`config.mk`:
```
export PLATFORM = sky130hd
export DESIGN_NAME = cop_regbank
export DESIGN_NICKNAME = d
export VERILOG_FILES = /design/src/rtl/cop_regbank_pkg.sv /design/src/rtl/cop_alias_reg.sv /design/src/rtl/cop_chan_group.sv /design/src/rtl/cop_regbank.sv
export SDC_FILE = /design/constraint.sdc
export NUM_CORES = 1
export LEC_CHECK = 0
export ABC_AREA = 1
export BUFFER_PORTS_ARGS = -buffer_cell sky130_fd_sc_hd__buf_2
export CAP_MARGIN = 20
export CORE_MARGIN = 8
export CORE_UTILIZATION = 25
export DETAILED_ROUTE_END_ITERATION = 12
export PLACE_DENSITY = 0.46
export SETUP_SLACK_MARGIN = 0.3
export SYNTH_ARGS = -nofsm -noshare
export SYNTH_HDL_FRONTEND = slang
export SYNTH_SLANG_ARGS = --single-unit
```
`constraint.sdc`:
```
create_clock -name clk -period 34.7 [get_ports clk]
set_input_delay 1.735 -clock clk [delete_from_list [all_inputs] [get_ports clk]]
set_output_delay 1.735 -clock clk [all_outputs]
set_load 0.05 [all_outputs]
```
`src/rtl/cop_regbank_pkg.sv`:
```
package cop_regbank_pkg;

  // Alias kind carried in address bits [3:2]
  typedef enum logic [1:0] {
    OP_WRITE = 2'b00,
    OP_SET   = 2'b01,
    OP_CLEAR = 2'b10,
    OP_FLIP  = 2'b11
  } alias_op_e;

  // Register slot inside a channel group, address bits [5:4]
  localparam int unsigned SLOT_PTR  = 0;
  localparam int unsigned SLOT_SEMA = 1;
  localparam int unsigned SLOT_STAT = 2;
  localparam int unsigned SLOT_OPT  = 3;

  // Word index (address bits above [3:0]) of the global registers
  localparam logic [5:0] IDX_CTRL   = 6'h00;
  localparam logic [5:0] IDX_STAT   = 6'h01;
  localparam logic [5:0] IDX_CHCTRL = 6'h02;

  // Field positions that software and engines decode
  localparam int unsigned BIT_SRST     = 31;
  localparam int unsigned BIT_CGATE    = 30;
  localparam int unsigned BIT_CAP_CIPH = 29;
  localparam int unsigned BIT_CAP_HASH = 28;
  localparam int unsigned BIT_MODE_LO  = 21;
  localparam int unsigned BIT_PRIO_LO  = 8;
  localparam int unsigned BIT_MERGE0   = 16;
  localparam int unsigned BIT_READY_LO = 16;
  localparam int unsigned BIT_CUR_LO   = 24;
  localparam int unsigned BIT_KEYRDY   = 28;

endpackage

```
`src/rtl/cop_alias_reg.sv`:
```
module cop_alias_reg
  import cop_regbank_pkg::*;
#(
  parameter int unsigned W        = 32,
  parameter logic [W-1:0] RST_VAL = '0,
  parameter logic [W-1:0] WMASK   = '1,
  parameter bit           CLR_ONLY = 1'b0
) (
  input  logic         clk,
  input  logic         rst_n,
  input  logic         hold,
  input  logic         we,
  input  alias_op_e    op,
  input  logic [W-1:0] wdata,
  input  logic [W-1:0] hw_set,
  output logic [W-1:0] q
);

  logic [W-1:0] sw_val;
  logic [W-1:0] d;
  logic         en;

  always_comb begin
    unique case (op)
      OP_WRITE: sw_val = wdata;
      OP_SET:   sw_val = q | wdata;
      OP_CLEAR: sw_val = q & ~wdata;
      default:  sw_val = q ^ wdata;
    endcase
    if (CLR_ONLY && (op != OP_CLEAR)) sw_val = q;

    en = hold | we | (|hw_set);
    if (hold) begin
      d = RST_VAL;
    end else begin
      d = q;
      if (we) d = (q & ~WMASK) | (sw_val & WMASK);
      d = d | hw_set;   // engine set beats a same-cycle software clear
    end
  end

  always_ff @(posedge clk or negedge rst_n) begin
    if (!rst_n)  q <= RST_VAL;
    else if (en) q <= d;
  end

endmodule

```
`src/rtl/cop_chan_group.sv`:
```
module cop_chan_group
  import cop_regbank_pkg::*;
#(
  parameter int unsigned SEMA_W = 8
) (
  input  logic              clk,
  input  logic              rst_n,
  input  logic              hold,
  input  logic [3:0]        slot_we,
  input  alias_op_e         op,
  input  logic [31:0]       wdata,
  input  logic              sema_dec,
  input  logic [31:0]       stat_set,
  output logic [31:0]       ptr_o,
  output logic [SEMA_W-1:0] sema_o,
  output logic [31:0]       stat_o,
  output logic [31:0]       opt_o
);

  cop_alias_reg #(.W(32)) u_ptr (
    .clk(clk), .rst_n(rst_n), .hold(hold), .we(slot_we[SLOT_PTR]), .op(op),
    .wdata(wdata), .hw_set(32'h0), .q(ptr_o)
  );

  cop_alias_reg #(.W(32)) u_stat (
    .clk(clk), .rst_n(rst_n), .hold(hold), .we(slot_we[SLOT_STAT]), .op(op),
    .wdata(wdata), .hw_set(stat_set), .q(stat_o)
  );

  cop_alias_reg #(.W(32)) u_opt (
    .clk(clk), .rst_n(rst_n), .hold(hold), .we(slot_we[SLOT_OPT]), .op(op),
    .wdata(wdata), .hw_set(32'h0), .q(opt_o)
  );

  // Semaphore: software alias writes, engine decrement saturating at zero
  logic [SEMA_W-1:0] sema_q, sema_d, sema_sw;
  logic [SEMA_W-1:0] wsema;
  logic              sema_en;

  assign wsema = wdata[SEMA_W-1:0];

  always_comb begin
    unique case (op)
      OP_WRITE: sema_sw = wsema;
      OP_SET:   sema_sw = sema_q | wsema;
      OP_CLEAR: sema_sw = sema_q & ~wsema;
      default:  sema_sw = sema_q ^ wsema;
    endcase
    sema_en = hold | slot_we[SLOT_SEMA] | (sema_dec && (sema_q != '0));
    if (hold)                    sema_d = '0;
    else if (slot_we[SLOT_SEMA]) sema_d = sema_sw;
    else                         sema_d = sema_q - 1'b1;
  end

  always_ff @(posedge clk or negedge rst_n) begin
    if (!rst_n)       sema_q <= '0;
    else if (sema_en) sema_q <= sema_d;
  end

  assign sema_o = sema_q;

endmodule

```
`src/rtl/cop_regbank.sv`:
```
module cop_regbank
  import cop_regbank_pkg::*;
#(
  parameter int unsigned NCH        = 4,
  parameter int unsigned ADDR_W     = 10,
  parameter int unsigned SEMA_W     = 8,
  parameter bit          HAS_CIPHER = 1'b1,
  parameter bit          HAS_HASH   = 1'b1
) (
  input  logic                  clk,
  input  logic                  rst_n,
  input  logic [ADDR_W-1:0]     bus_addr,
  input  logic                  bus_we,
  input  logic [31:0]           bus_wdata,
  output logic [31:0]           bus_rdata,
  input  logic [NCH-1:0]        done_i,
  input  logic [NCH-1:0]        ready_i,
  input  logic [3:0]            cur_ch_i,
  input  logic                  key_ready_i,
  input  logic [NCH-1:0]        sema_dec_i,
  input  logic [NCH*32-1:0]     ch_stat_set_i,
  output logic                  irq_o,
  output logic                  soft_rst_o,
  output logic                  clk_gate_o,
  output logic [2:0]            ctrl_mode_o,
  output logic [NCH-1:0]        ch_en_o,
  output logic [NCH-1:0]        ch_prio_o,
  output logic                  ch0_merge_o,
  output logic [NCH*32-1:0]     ch_ptr_o,
  output logic [NCH*32-1:0]     ch_opt_o,
  output logic [NCH*SEMA_W-1:0] ch_sema_o
);

  localparam int unsigned CH_W     = (NCH > 1) ? $clog2(NCH) : 1;
  localparam logic [31:0] NCH_MASK = (32'd1 << NCH) - 32'd1;
  localparam logic [31:0] CTRL_RST = (32'd1 << BIT_SRST) | (32'd1 << BIT_CGATE);
  localparam logic [31:0] CTRL_WM  = CTRL_RST | (32'd7 << BIT_MODE_LO) | NCH_MASK;
  localparam logic [31:0] CHC_WM   = (32'd1 << BIT_MERGE0) | (NCH_MASK << BIT_PRIO_LO) | NCH_MASK;
  localparam logic [31:0] CAPS     = (HAS_CIPHER ? (32'd1 << BIT_CAP_CIPH) : 32'd0) |
                                     (HAS_HASH   ? (32'd1 << BIT_CAP_HASH) : 32'd0);

  // Reset: asynchronous assertion, synchronous release
  logic rst_meta, rst_n_int;
  always_ff @(posedge clk or negedge rst_n) begin
    if (!rst_n) begin
      rst_meta  <= 1'b0;
      rst_n_int <= 1'b0;
    end else begin
      rst_meta  <= 1'b1;
      rst_n_int <= rst_meta;
    end
  end

  // Address decode
  alias_op_e          wr_op;
  logic [5:0]         idx;
  logic               ch_hit;
  logic [CH_W-1:0]    ch_idx;
  logic [1:0]         slot;
  logic               ctrl_we, stat_we, chc_we;

  assign wr_op   = alias_op_e'(bus_addr[3:2]);
  assign idx     = bus_addr[9:4];
  assign ch_hit  = (bus_addr[ADDR_W-1:8] == (ADDR_W-8)'(1)) && (int'(bus_addr[7:6]) < NCH);
  assign ch_idx  = bus_addr[6 +: CH_W];
  assign slot    = bus_addr[5:4];
  assign ctrl_we = bus_we && (bus_addr[ADDR_W-1:4] == (ADDR_W-4)'(IDX_CTRL));
  assign stat_we = bus_we && (bus_addr[ADDR_W-1:4] == (ADDR_W-4)'(IDX_STAT));
  assign chc_we  = bus_we && (bus_addr[ADDR_W-1:4] == (ADDR_W-4)'(IDX_CHCTRL));

  // Global registers
  logic [31:0]    ctrl_q, chctrl_q;
  logic [NCH-1:0] pend_q;
  logic           srst;
  logic           hold_ctrl;

  assign srst      = ctrl_q[BIT_SRST];
  assign hold_ctrl = srst & ~ctrl_we;

  cop_alias_reg #(.W(32), .RST_VAL(CTRL_RST), .WMASK(CTRL_WM)) u_ctrl (
    .clk(clk), .rst_n(rst_n_int), .hold(hold_ctrl), .we(ctrl_we), .op(wr_op),
    .wdata(bus_wdata), .hw_set(32'h0), .q(ctrl_q)
  );

  cop_alias_reg #(.W(NCH), .CLR_ONLY(1'b1)) u_pend (
    .clk(clk), .rst_n(rst_n_int), .hold(srst), .we(stat_we), .op(wr_op),
    .wdata(bus_wdata[NCH-1:0]), .hw_set(done_i), .q(pend_q)
  );

  cop_alias_reg #(.W(32), .WMASK(CHC_WM)) u_chctrl (
    .clk(clk), .rst_n(rst_n_int), .hold(srst), .we(chc_we), .op(wr_op),
    .wdata(bus_wdata), .hw_set(32'h0), .q(chctrl_q)
  );

  // Channel groups
  logic [31:0]       ptr_arr  [NCH];
  logic [31:0]       stat_arr [NCH];
  logic [31:0]       opt_arr  [NCH];
  logic [SEMA_W-1:0] sema_arr [NCH];

  for (genvar c = 0; c < NCH; c++) begin : g_ch
    logic [3:0] slot_we;
    assign slot_we = (bus_we && ch_hit && (ch_idx == CH_W'(c))) ? (4'b0001 << slot) : 4'b0000;

    cop_chan_group #(.SEMA_W(SEMA_W)) u_grp (
      .clk(clk), .rst_n(rst_n_int), .hold(srst), .slot_we(slot_we), .op(wr_op),
      .wdata(bus_wdata), .sema_dec(sema_dec_i[c]), .stat_set(ch_stat_set_i[c*32 +: 32]),
      .ptr_o(ptr_arr[c]), .sema_o(sema_arr[c]), .stat_o(stat_arr[c]), .opt_o(opt_arr[c])
    );

    assign ch_ptr_o[c*32 +: 32]          = ptr_arr[c];
    assign ch_opt_o[c*32 +: 32]          = opt_arr[c];
    assign ch_sema_o[c*SEMA_W +: SEMA_W] = sema_arr[c];
  end

  // Status view: pending flags plus live engine indications
  logic [31:0] stat_view;
  always_comb begin
    stat_view                       = '0;
    stat_view[NCH-1:0]              = pend_q;
    stat_view[BIT_READY_LO +: NCH]  = ready_i;
    stat_view[BIT_CUR_LO +: 4]      = cur_ch_i;
    stat_view[BIT_KEYRDY]           = key_ready_i;
  end

  // Read mux, alias bits ignored
  always_comb begin
    bus_rdata = '0;
    if (ch_hit) begin
      unique case (slot)
        2'd0:    bus_rdata = ptr_arr[ch_idx];
        2'd1:    bus_rdata = 32'(sema_arr[ch_idx]);
        2'd2:    bus_rdata = stat_arr[ch_idx];
        default: bus_rdata = opt_arr[ch_idx];
      endcase
    end else if (bus_addr[ADDR_W-1:4] == (ADDR_W-4)'(IDX_CTRL)) begin
      bus_rdata = ctrl_q | CAPS;
    end else if (bus_addr[ADDR_W-1:4] == (ADDR_W-4)'(IDX_STAT)) begin
      bus_rdata = stat_view;
    end else if (bus_addr[ADDR_W-1:4] == (ADDR_W-4)'(IDX_CHCTRL)) begin
      bus_rdata = chctrl_q;
    end
  end

  // Field outputs
  assign irq_o       = |(pend_q & ctrl_q[NCH-1:0]);
  assign soft_rst_o  = srst;
  assign clk_gate_o  = ctrl_q[BIT_CGATE];
  assign ctrl_mode_o = ctrl_q[BIT_MODE_LO +: 3];
  assign ch_en_o     = chctrl_q[NCH-1:0];
  assign ch_prio_o   = chctrl_q[BIT_PRIO_LO +: NCH];
  assign ch0_merge_o = chctrl_q[BIT_MERGE0];

endmodule

```
# [Word-level counts from Yosys, hierarchy flattened]
# Cells that the tools add are included.
[totals] regBits=486 latch_bits=0 ramBits=0 romBits=0 input_bits=190 mem_count=0
[op_classes] add_sub_neg=4 mul=0 div_mod_pow=0 n_lt_le_gt_ge=1 n_eq_ne=11 shift=1 n_mux=84 n_bitwise=99 reduce_logical=46
[op_table] operator="$mux W32" count=42
[op_table] operator="$pmux W32 S3" count=14
[op_table] operator="$or A32 B32 Y32" count=17
[op_table] operator="$and A32 B32 Y32" count=13
[op_table] operator="$xor A32 B32 Y32" count=13
[op_table] operator="$bmux W32 S2" count=3
[op_table] operator="$reduce_or A32 Y1" count=4
[op_table] operator="$pmux W8 S3" count=4
[op_table] operator="$mux W8" count=10
[op_table] operator="$pmux W17 S3" count=1
[op_table] operator="$and A8 B8 Y8" count=4
[op_table] operator="$mux W4" count=8
[op_table] operator="$not A32 Y32" count=1
[op_table] operator="$or A30 B32 Y32" count=1
[op_table] operator="$or A32 B17 Y32" count=1
[op_table] operator="$or A8 B8 Y8" count=4
[op_table] operator="$reduce_bool A8 Y1" count=4
[op_table] operator="$sub A8 B1 Y8 const B" count=4
[op_table] operator="$xor A8 B8 Y8" count=4
[op_table] operator="$or A1 B1 Y1" count=28
[op_table] operator="$reduce_and A2 Y1" count=10
[op_table] operator="$reduce_bool A2 Y1" count=10
[op_table] operator="$and A17 B17 Y17" count=1
[op_table] operator="$or A17 B17 Y17" count=1
[op_table] operator="22 further kinds" count=44

# [Longest topological paths before layout]
# Gate-level depths: netlist (run 1).
[depth] ltp_word=8 depth_mapped=12 depth_no_buf=9

# [Hierarchy]
# From an unflattened synthesis (run 1), not the netlist that was laid out.
[hier_totals] cells_unflattened=8357 area_unflattened_um2=54232.0
[modules_own_cells] mod="cop_alias_reg at g_ch[0].u_grp.u_stat ..." instances=10 cells_each=513 area_each_um2=3459.6 seq_area_each_um2=800.8
[modules_own_cells] mod="cop_chan_group" instances=4 cells_each=185 area_each_um2=1129.8 seq_area_each_um2=200.2
[modules_own_cells] mod="cop_regbank" instances=1 cells_each=1001 area_each_um2=4366.7 seq_area_each_um2=50.0
[modules_own_cells] mod="cop_alias_reg at g_ch[0].u_grp.u_opt" instances=1 cells_each=513 area_each_um2=3524.6 seq_area_each_um2=800.8
[modules_own_cells] mod="cop_alias_reg at g_ch[0].u_grp.u_ptr" instances=1 cells_each=513 area_each_um2=3444.6 seq_area_each_um2=800.8
[modules_own_cells] mod="cop_alias_reg at u_ctrl" instances=1 cells_each=210 area_each_um2=1734.2 seq_area_each_um2=803.3
[modules_own_cells] mod="cop_alias_reg at u_chctrl" instances=1 cells_each=209 area_each_um2=1732.9 seq_area_each_um2=800.8
[modules_own_cells] mod="cop_alias_reg at u_pend" instances=1 cells_each=41 area_each_um2=314.1 seq_area_each_um2=100.1

# [Least setup slack after synthesis (run 1)]
# No wires, ideal clock.
[synth_path] path_type="input port to output port" startpoint="in bus_addr[6]" endpoint="out bus_rdata[4]" arrival_ps=3397 path_slack_ps=29568 cell_stages=10 cell_sequence="buf_4 -> inv_2 -> nand2_2 -> buf_4 -> clkbuf_1 -> o21ai_0 -> inv_1 -> nand3_1 -> nand3_1 -> nor2_1"
[synth_via] elab_chain_len=6
[synth_lines] element="from (decl)" line_no="cop_regbank.sv:12" text="input logic [ADDR_W-1:0] bus_addr,"
[synth_lines] element="$not A2 Y3 (not written as such)"
[synth_lines] element="$bmux W32 S2 (tied with other cells)" line_no="cop_regbank.sv:134" text="default: bus_rdata = opt_arr[ch_idx];"
[synth_lines] element="$mux W32 (not written as such) (tied with other cells) (2 in series)" line_no="cop_regbank.sv:134"
[synth_lines] element="$pmux W32 S3" line_no="cop_regbank.sv:130" text="unique case (slot)"
[synth_lines] element="$mux W32 (*)" line_no="cop_regbank.sv:129" text="if (ch_hit) begin"
[synth_lines] element="to (decl)" line_no="cop_regbank.sv:15" text="output logic [31:0] bus_rdata,"
# Every way passes the cells marked *; elsewhere a longest branch is shown, timed or not. The select of a mux whose other input is x is not followed.

# [Final worst setup path (run 1)]
[layout_path] startpoint="in bus_addr[7]" endpoint="out bus_rdata[6]"
# The elaborated chain is that of the path after synthesis.

==> summary.txt, run 1 <==
Clock network
  – H-tree level count: 3
  – Worst-Skew Late Latency: ~0.67 ns
  – CTS Buffer Depth: 3
  – # hold bufs at CTS: 0
  – CTS tree: yes
  – Clock sinks: 440
  – Setup Fix Bufs, Post-CTS: 0
  – CTS buffer count: between 60 and 70
  – Post-CTS Resized: 0
  – Worst-path clk slew: ~0.05 ns
  – CTS root buf: clkbuf_16

Worst setup path
  – Largest stage delay, worst path: roughly 0.59 ns
  – Critical path endpoint category: output pin
  – Critical path class: input port to output pin
  – Largest fanout on the critical path: 27
  – Slowest-stage cell, CP: buf_4
  – Worst EP arrival: ~5.5 ns
  – CP Data Required Time: 32.97 ns
  – Crit start category: input port
  – CP bufs+invs: 5
  – Critical Path, Cell by Cell: buf_2 > inv_4 > nor2_4 > buf_4 > buf_4 > nand2_1 > nand3_1 > nand3_1 > nor2_1 > buf_2
  – CP delay by family, top: buffers and inverters

Power and ir drop
  – Post-route total power: roughly 0.0016 W
  – Worst vdd ir: about 0.000030 V
  – LEAKAGE: 25.6 nW
  – Power Dens Cells: roughly 32 nW/um^2

STA
  – Unrepaired setup endpoints after global routing: false
  – Relative slew slack: a little under 20%
  – Worst slew pin tran: ~1.2 ns
  – Setup TNS Final: 0 ns
  – Max-slew violation count: 0
  – Time the worst path needs with I/O delays and setup: 7.21 ns
  – Final Hold Viols: 0
  – Clk_skew: about 0.019 ns
  – Fraction of the cycle the final worst path needs: around a fifth
  – Fmax: ~140 MHz
  – Count of final setup violators: 0
  – Hold Worst Slack: 0.351 ns

GRT
  – Grt total ovfl: 0
  – Pin count of the biggest net entering global routing: between 150 and 200
  – GRT Total Usage: 22.9%
  – First-pass GRT wire length: about 320000 um
  – Vias in the first global route: approximately 42000
  – Initial antenna violation count: 53

Yosys
  – Syn nets: ~7200
  – Mapped Cells: between 6000 and 7000
  – Seq cells post-synth: 440
  – Synthesized area per cell: 7.17 sq um
  – Count of different cell masters after synthesis: 35
  – Cell Area, Synth: between 40000 and 50000 sq um
  – Synth Warn #: 0
  – Sequential area share after synthesis: ~25%

Floorplanning
  – Starting Density: 25.2%
  – Core area: 174000 sq um
  – # rows: roughly 150
  – Die Area: ~190000 sq um
  – Die width: between 400 and 500 um
  – IO Pins: ~530
  – Chip height: 434 um

Cells and area
  – Multi-input gate area: 28400 sq um
  – Fill count: roughly 19000
  – Layout cells sized above 1: approximately 14%
  – Sequential Area: ~11000 sq um
  – Fin area: about 51000 sq um
  – Area Overhead vs Synth: 16.9%
  – Fin util: slightly below 30%
  – Nets: between 7000 and 8000

Status
  – Outcome: finished clean

Routing
  – Final wirelength: 226000 um
  – DR WL/cell: ~25 um
  – Via count: 44268
  – Drt pass-1 iters: 7
  – Initial DRC count: ~3600
  – Drc violations: 0
  – Via density: roughly 5.0
  – Routed Antenna Nets: 0

Placed design
  – I/O Buffers: about 520
  – Post-DP HPWL: approximately 160000 um
  – Routability cong.: between 0.9 and 1
  – Placed Area: 48700 sq um

Run
  – Max-cap violation count: 0

Hold path
  – Min-Delay Path Class: register to register
[cells in the mapped netlist (all sizes together)]
| master | instances | area share [%] |
|---|---|---|
| a21boi | 1 | 0.017 |
| a21oi | 68 | 0.81 |
| a22oi | 9 | 0.15 |
| buf | 169 | 1.9 |
| clkbuf | 135 | 1.2 |
| clkinv | 3 | 0.026 |
| conb | 1 | 0.0086 |
| dfrtp | 438 | 25 |
| dfstp | 2 | 0.12 |
| ha | 880 | 25 |
| inv | 813 | 7.0 |
| nand2 | 1711 | 15 |
| nand3 | 218 | 2.5 |
| nand3b | 129 | 2.2 |
| nand4 | 150 | 2.1 |
| nor2 | 416 | 3.9 |
| o2111ai | 2 | 0.040 |
| o211ai | 126 | 2.2 |
| o21ai | 378 | 4.3 |
| o21bai | 12 | 0.21 |
| o22ai | 304 | 4.3 |
| or2 | 133 | 1.9 |
| xor2 | 6 | 0.12 |
[metal layers]
layer / track usage (%) / vias up / part of all wire, %
li1: - / 20641 / -
met1: 29.4 / 21596 / 42
met2: 35.0 / 1583 / 43
met3: 4.55 / 432 / 6.7
met4: 14.5 / 16 / 7.5
met5: 0 / - / 0.047
[stage by stage]
| stage | instances | worst slack [ns] |
|---|---|---|
| finish | 8883 | 27.49 |
| global route | 8861 | 27.47 |
| CTS | 8846 | 27.48 |
| detailed placement | 8727 | 27.49 |
| global placement | 8727 | 27.46 |
| floorplan | 6104 | 21.53 |
[logic make-up after synthesis]
family                   after synthesis  synth area share, %
AND/OR/NAND/NOR                     2757                 27.4
buffers and inverters               1120                 10.1
AO/OA/AOI/OAI                        900                 12.1
adder cells (fa/ha/maj)              880                 25.2
flip-flops                           440                 25.2
XOR/XNOR                               6                0.120
other                                  1              0.00857
[state kept, by name, summed over array words and instances (netlist names)]
name / flops
g_ch.u_grp.u_ptr.q: 128
g_ch.u_grp.u_stat.q: 128
u_chctrl.q: 9
u_pend.q: 4
rst_n_int: 1
u_ctrl.q: 9
g_ch.u_grp.u_opt.q: 128
rst_meta: 1
g_ch.u_grp.sema_o: 32
[final timing paths]
| check | to | cells past startpoint | slack (ns) | startpoint |
|---|---|---|---|---|
| setup / recovery | bus_rdata[6] | 10 | 27.49 | bus_addr[7] |
| setup reg to reg | g_ch[3].u_grp.u_ptr.q[15] | 5 | 31.79 | u_ctrl.q[31] |
| hold reg to reg | rst_n_int | 0 | 0.35 | rst_meta |
| max in group asynchronous | g_ch[1].u_grp.u_ptr.q[6] | 2 | 32.18 | rst_n_int |
| min in group asynchronous | g_ch[1].u_grp.u_stat.q[17] | 0 | 0.39 | rst_n_int |
| hold / removal | rst_n_int | 0 | 0.35 | rst_meta |
[power by group]
group	internal, W	switching [W]
registers	0.000529	0.0000166
logic	0.0000975	0.000260
clock network	0.000426	0.000299
total	0.00105	0.000576
[cell type report]
type / count / area share [%]
diodes: 30 / 0.147
clock inverters: 14 / 0.249
well taps: 2325 / 5.69
inverters: 816 / 6.00
repair buffers: 609 / 6.73
flip-flops and latches: 440 / 21.5
clock buffers: 105 / 4.08
multi-input cells: 4544 / 55.6
[layout by cell type (no fill, tap or decap), drive strengths merged, types with 2 or more instances in the layout]
master	n
nand4	150
nand2	1711
clkbuf	105
nand3	218
or2	133
nor2	416
diode	30
o21ai	378
a21oi	68
bufinv	2
o211ai	126
a22oi	9
ha	880
buf	609
o21bai	12
dfstp	2
o22ai	304
dfrtp	438
inv	814
o2111ai	2
clkinv	14
xor2	6
nand3b	129
Note: power is estimated with default switching activity, not from simulation.
==> inputs of run 2 (changes only) <==
- PLACE_DENSITY: 0.46 -> 0.47
- clock period: 34.7 -> 6.36 ns (I/O delays scaled with it)
==> summary.txt, run 2 (synthesis gave the netlist of run 1 again) <==
Status
  – Outcome: finished clean (unchanged)

GRT
  – Grt total ovfl: 0 (unchanged)
  – First-pass GRT wire length: 315000 um (about the same)
  – Pin count of the biggest net entering global routing: 164 (was 198)
  – Vias in the first global route: 42296 (was 41586)
  – GRT Total Usage: 22.7% (was 22.9%)
  – Initial antenna violation count: 60 (was 53)

STA
  – Fmax: ~250 MHz
  – Final Hold Viols: 0 (unchanged)
  – Unrepaired setup endpoints after global routing: false (unchanged)
  – Fraction of the cycle the final worst path needs: between 60 and 70%
  – Final WS setup: 2.39 ns (was 27.49 ns)
  – Count of final setup violators: 0 (unchanged)
  – Setup TNS Final: 0 ns (unchanged)
  – Worst slew pin tran: 1.13 ns (was 1.21 ns)
  – Time the worst path needs with I/O delays and setup: 3.97 ns
  – Clk_skew: 0.0231 ns (was 0.0193 ns)
  – Max-slew violation count: 0 (unchanged)
  – Relative slew slack: 24.5% (was 19.4%)

Cells and area
  – Most frequent cells in the layout: nand2_1 (1687), ha_1 (880), inv_1 (788), buf_2 (522), dfrtp_1 (437) (was nand2_1 (1688), ha_1 (880), inv_1 (788), buf_2 (522), dfrtp_1 (437))
  – Layout cells sized above 1: 13.9% (was 14.2%)
  – Nets: 7676 (was 7547)
  – Area Overhead vs Synth: 20.2% (was 16.9%)
  – Final Non-Filler Cells: 9016 (was 8883)
  – Sequential Area: 11000 sq um (unchanged)
  – Multi-input gate area: 28400 sq um (about the same)
  – Commonest non-fill, non-tap cell in the layout: nand2_1 (unchanged)
  – Fill count: 18925 (was 19163)
  – Biggest regs: g_ch.u_grp.u_opt.q x128, g_ch.u_grp.u_ptr.q x128, g_ch.u_grp.u_stat.q x128 (unchanged)

Placed design
  – Dpl ws: 2.49 ns (was 27.49 ns)
  – I/O Buffers: 522 (unchanged)
  – Placed Cells: 8732 (was 8727)
  – Routability cong.: 0.896 (was 0.918)
  – Post-DP HPWL: 156000 um (about the same)

Worst setup path
  – Reg-to-Reg Start: u_ctrl.q[31] (unchanged)
  – Crit start category: input port (unchanged)
  – Critical Path Start: bus_addr[6] (was bus_addr[7])
  – Largest fanout on the critical path: 34 (was 27)
  – Worst EP arrival: 3.65 ns (was 5.47 ns)
  – Critical path endpoint category: output pin (unchanged)
  – CP Data Required Time: 6.04 ns (was 32.97 ns)
  – Worst r2r path cells: 5 (unchanged)
  – FF-to-FF setup slack: 3.63 ns (was 31.79 ns)
  – Critical path class: input port to output pin (unchanged)

Floorplanning
  – Starting Density: 25.2% (unchanged)
  – Core area: 174000 sq um (unchanged)
  – # rows: 153 (unchanged)
  – Chip height: 434 um (unchanged)
  – IO Pins: 525 (unchanged)
  – Die Area: 189000 sq um (unchanged)
  – Die width: 434 um (unchanged)

Clock network
  – H-tree level count: 3 (unchanged)
  – CTS Buffer Depth: 3 (unchanged)
  – CTS tree: yes (unchanged)
  – Clock sinks: 440 (unchanged)
  – CTS buffer count: 66 (unchanged)
  – CTS root buf: clkbuf_16 (unchanged)
  – Worst-Skew Late Latency: 0.66 ns (was 0.67 ns)
  – Worst-path clk slew: 0.06 ns (was 0.05 ns)
  – Post-CTS Resized: 0 (unchanged)

Hold path
  – Hold Path Depth: 4 (was 0)
  – Min-Delay Path Class: input port to register (was register to register)
  – Min-delay src: ch_stat_set_i[0] (was rst_meta)

Power and ir drop
  – Power Dens Cells: 172 nW/um^2 (was 31.8 nW/um^2)
  – Worst vdd ir: 0.000146 V (was 0.0000297 V)
  – LEAKAGE: 26.2 nW (was 25.6 nW)

Routing
  – Routed Antenna Nets: 0 (unchanged)
  – DR WL/cell: 24.9 um (was 25.4 um)
  – Via count: 44725 (was 44268)
  – Drc violations: 0 (unchanged)
  – Via density: 4.96 (was 4.98)
  – Drt pass-1 iters: 5 (was 7)
  – Initial DRC count: 3630 (was 3598)
  – Final wirelength: 224000 um (was 226000 um)

Run
  – Max-cap violation count: 0 (unchanged)
[run 2: final timing paths]
kind	to
setup / recovery	bus_rdata[6]
hold / removal	g_ch[0].u_grp.u_stat.q[0]
setup reg to reg	g_ch[3].u_grp.u_ptr.q[19]
hold reg to reg	rst_n_int
max in group asynchronous	g_ch[1].u_grp.u_ptr.q[18]
min in group asynchronous	g_ch[0].u_grp.u_stat.q[17]
[run 2: where the power goes]
part           switching [W]  internal [W]
Sequential         0.0000898       0.00288
Clock                0.00163       0.00241
Combinational        0.00143      0.000591
[run 2: routing by layer]
metal	GRT usage, %	up-vias	wire length [um]
li1	-	20911	-
met1	29.1	21727	94400
met2	35.0	1607	97300
met3	4.16	448	15200
met4	14.6	32	16900
met5	0	-	215
[run 2: critical path, cell delays in order]
cell,delay [ns]
buf_2,0.47
nand2_4,0.56
inv_2,0.79
a22oi_1,0.19
nand3_1,0.11
nand3_1,0.35
nor2_1,0.43
buf_2,0.34
[run 2: repair_timing]
action	4_1_cts	5_1_grt
setup buffers	0	0
endpoints found under the hold margin	125	0
hold buffers	125	0
[run 2: area by class of cell]
cell class	instances	share of cell area, %
antenna	35	0.167
clock buffer	105	3.90
clock inverter	13	0.388
inverter	816	5.84
multi-input combinational	4544	54.0
sequential	440	20.9
tap	2325	5.53
timing repair buffer	738	9.18
[run 2: per-stage QoR]
| stage | area [sq um] | util, % | power (W) | hold slack [ns] |
|---|---|---|---|---|
| global placement | 48800 | 28.1 | 0.00490 | 0.105 |
| global route | 52600 | 30.2 | 0.00941 | 0.0605 |
| floorplan | 43800 | - | 0.00417 | 0.0224 |
| CTS | 52400 | 30.1 | 0.00911 | 0.00399 |
| detailed placement | 48900 | 28.1 | 0.00495 | 0.106 |
| finish | 52600 | 30.3 | 0.00903 | 0.0663 |
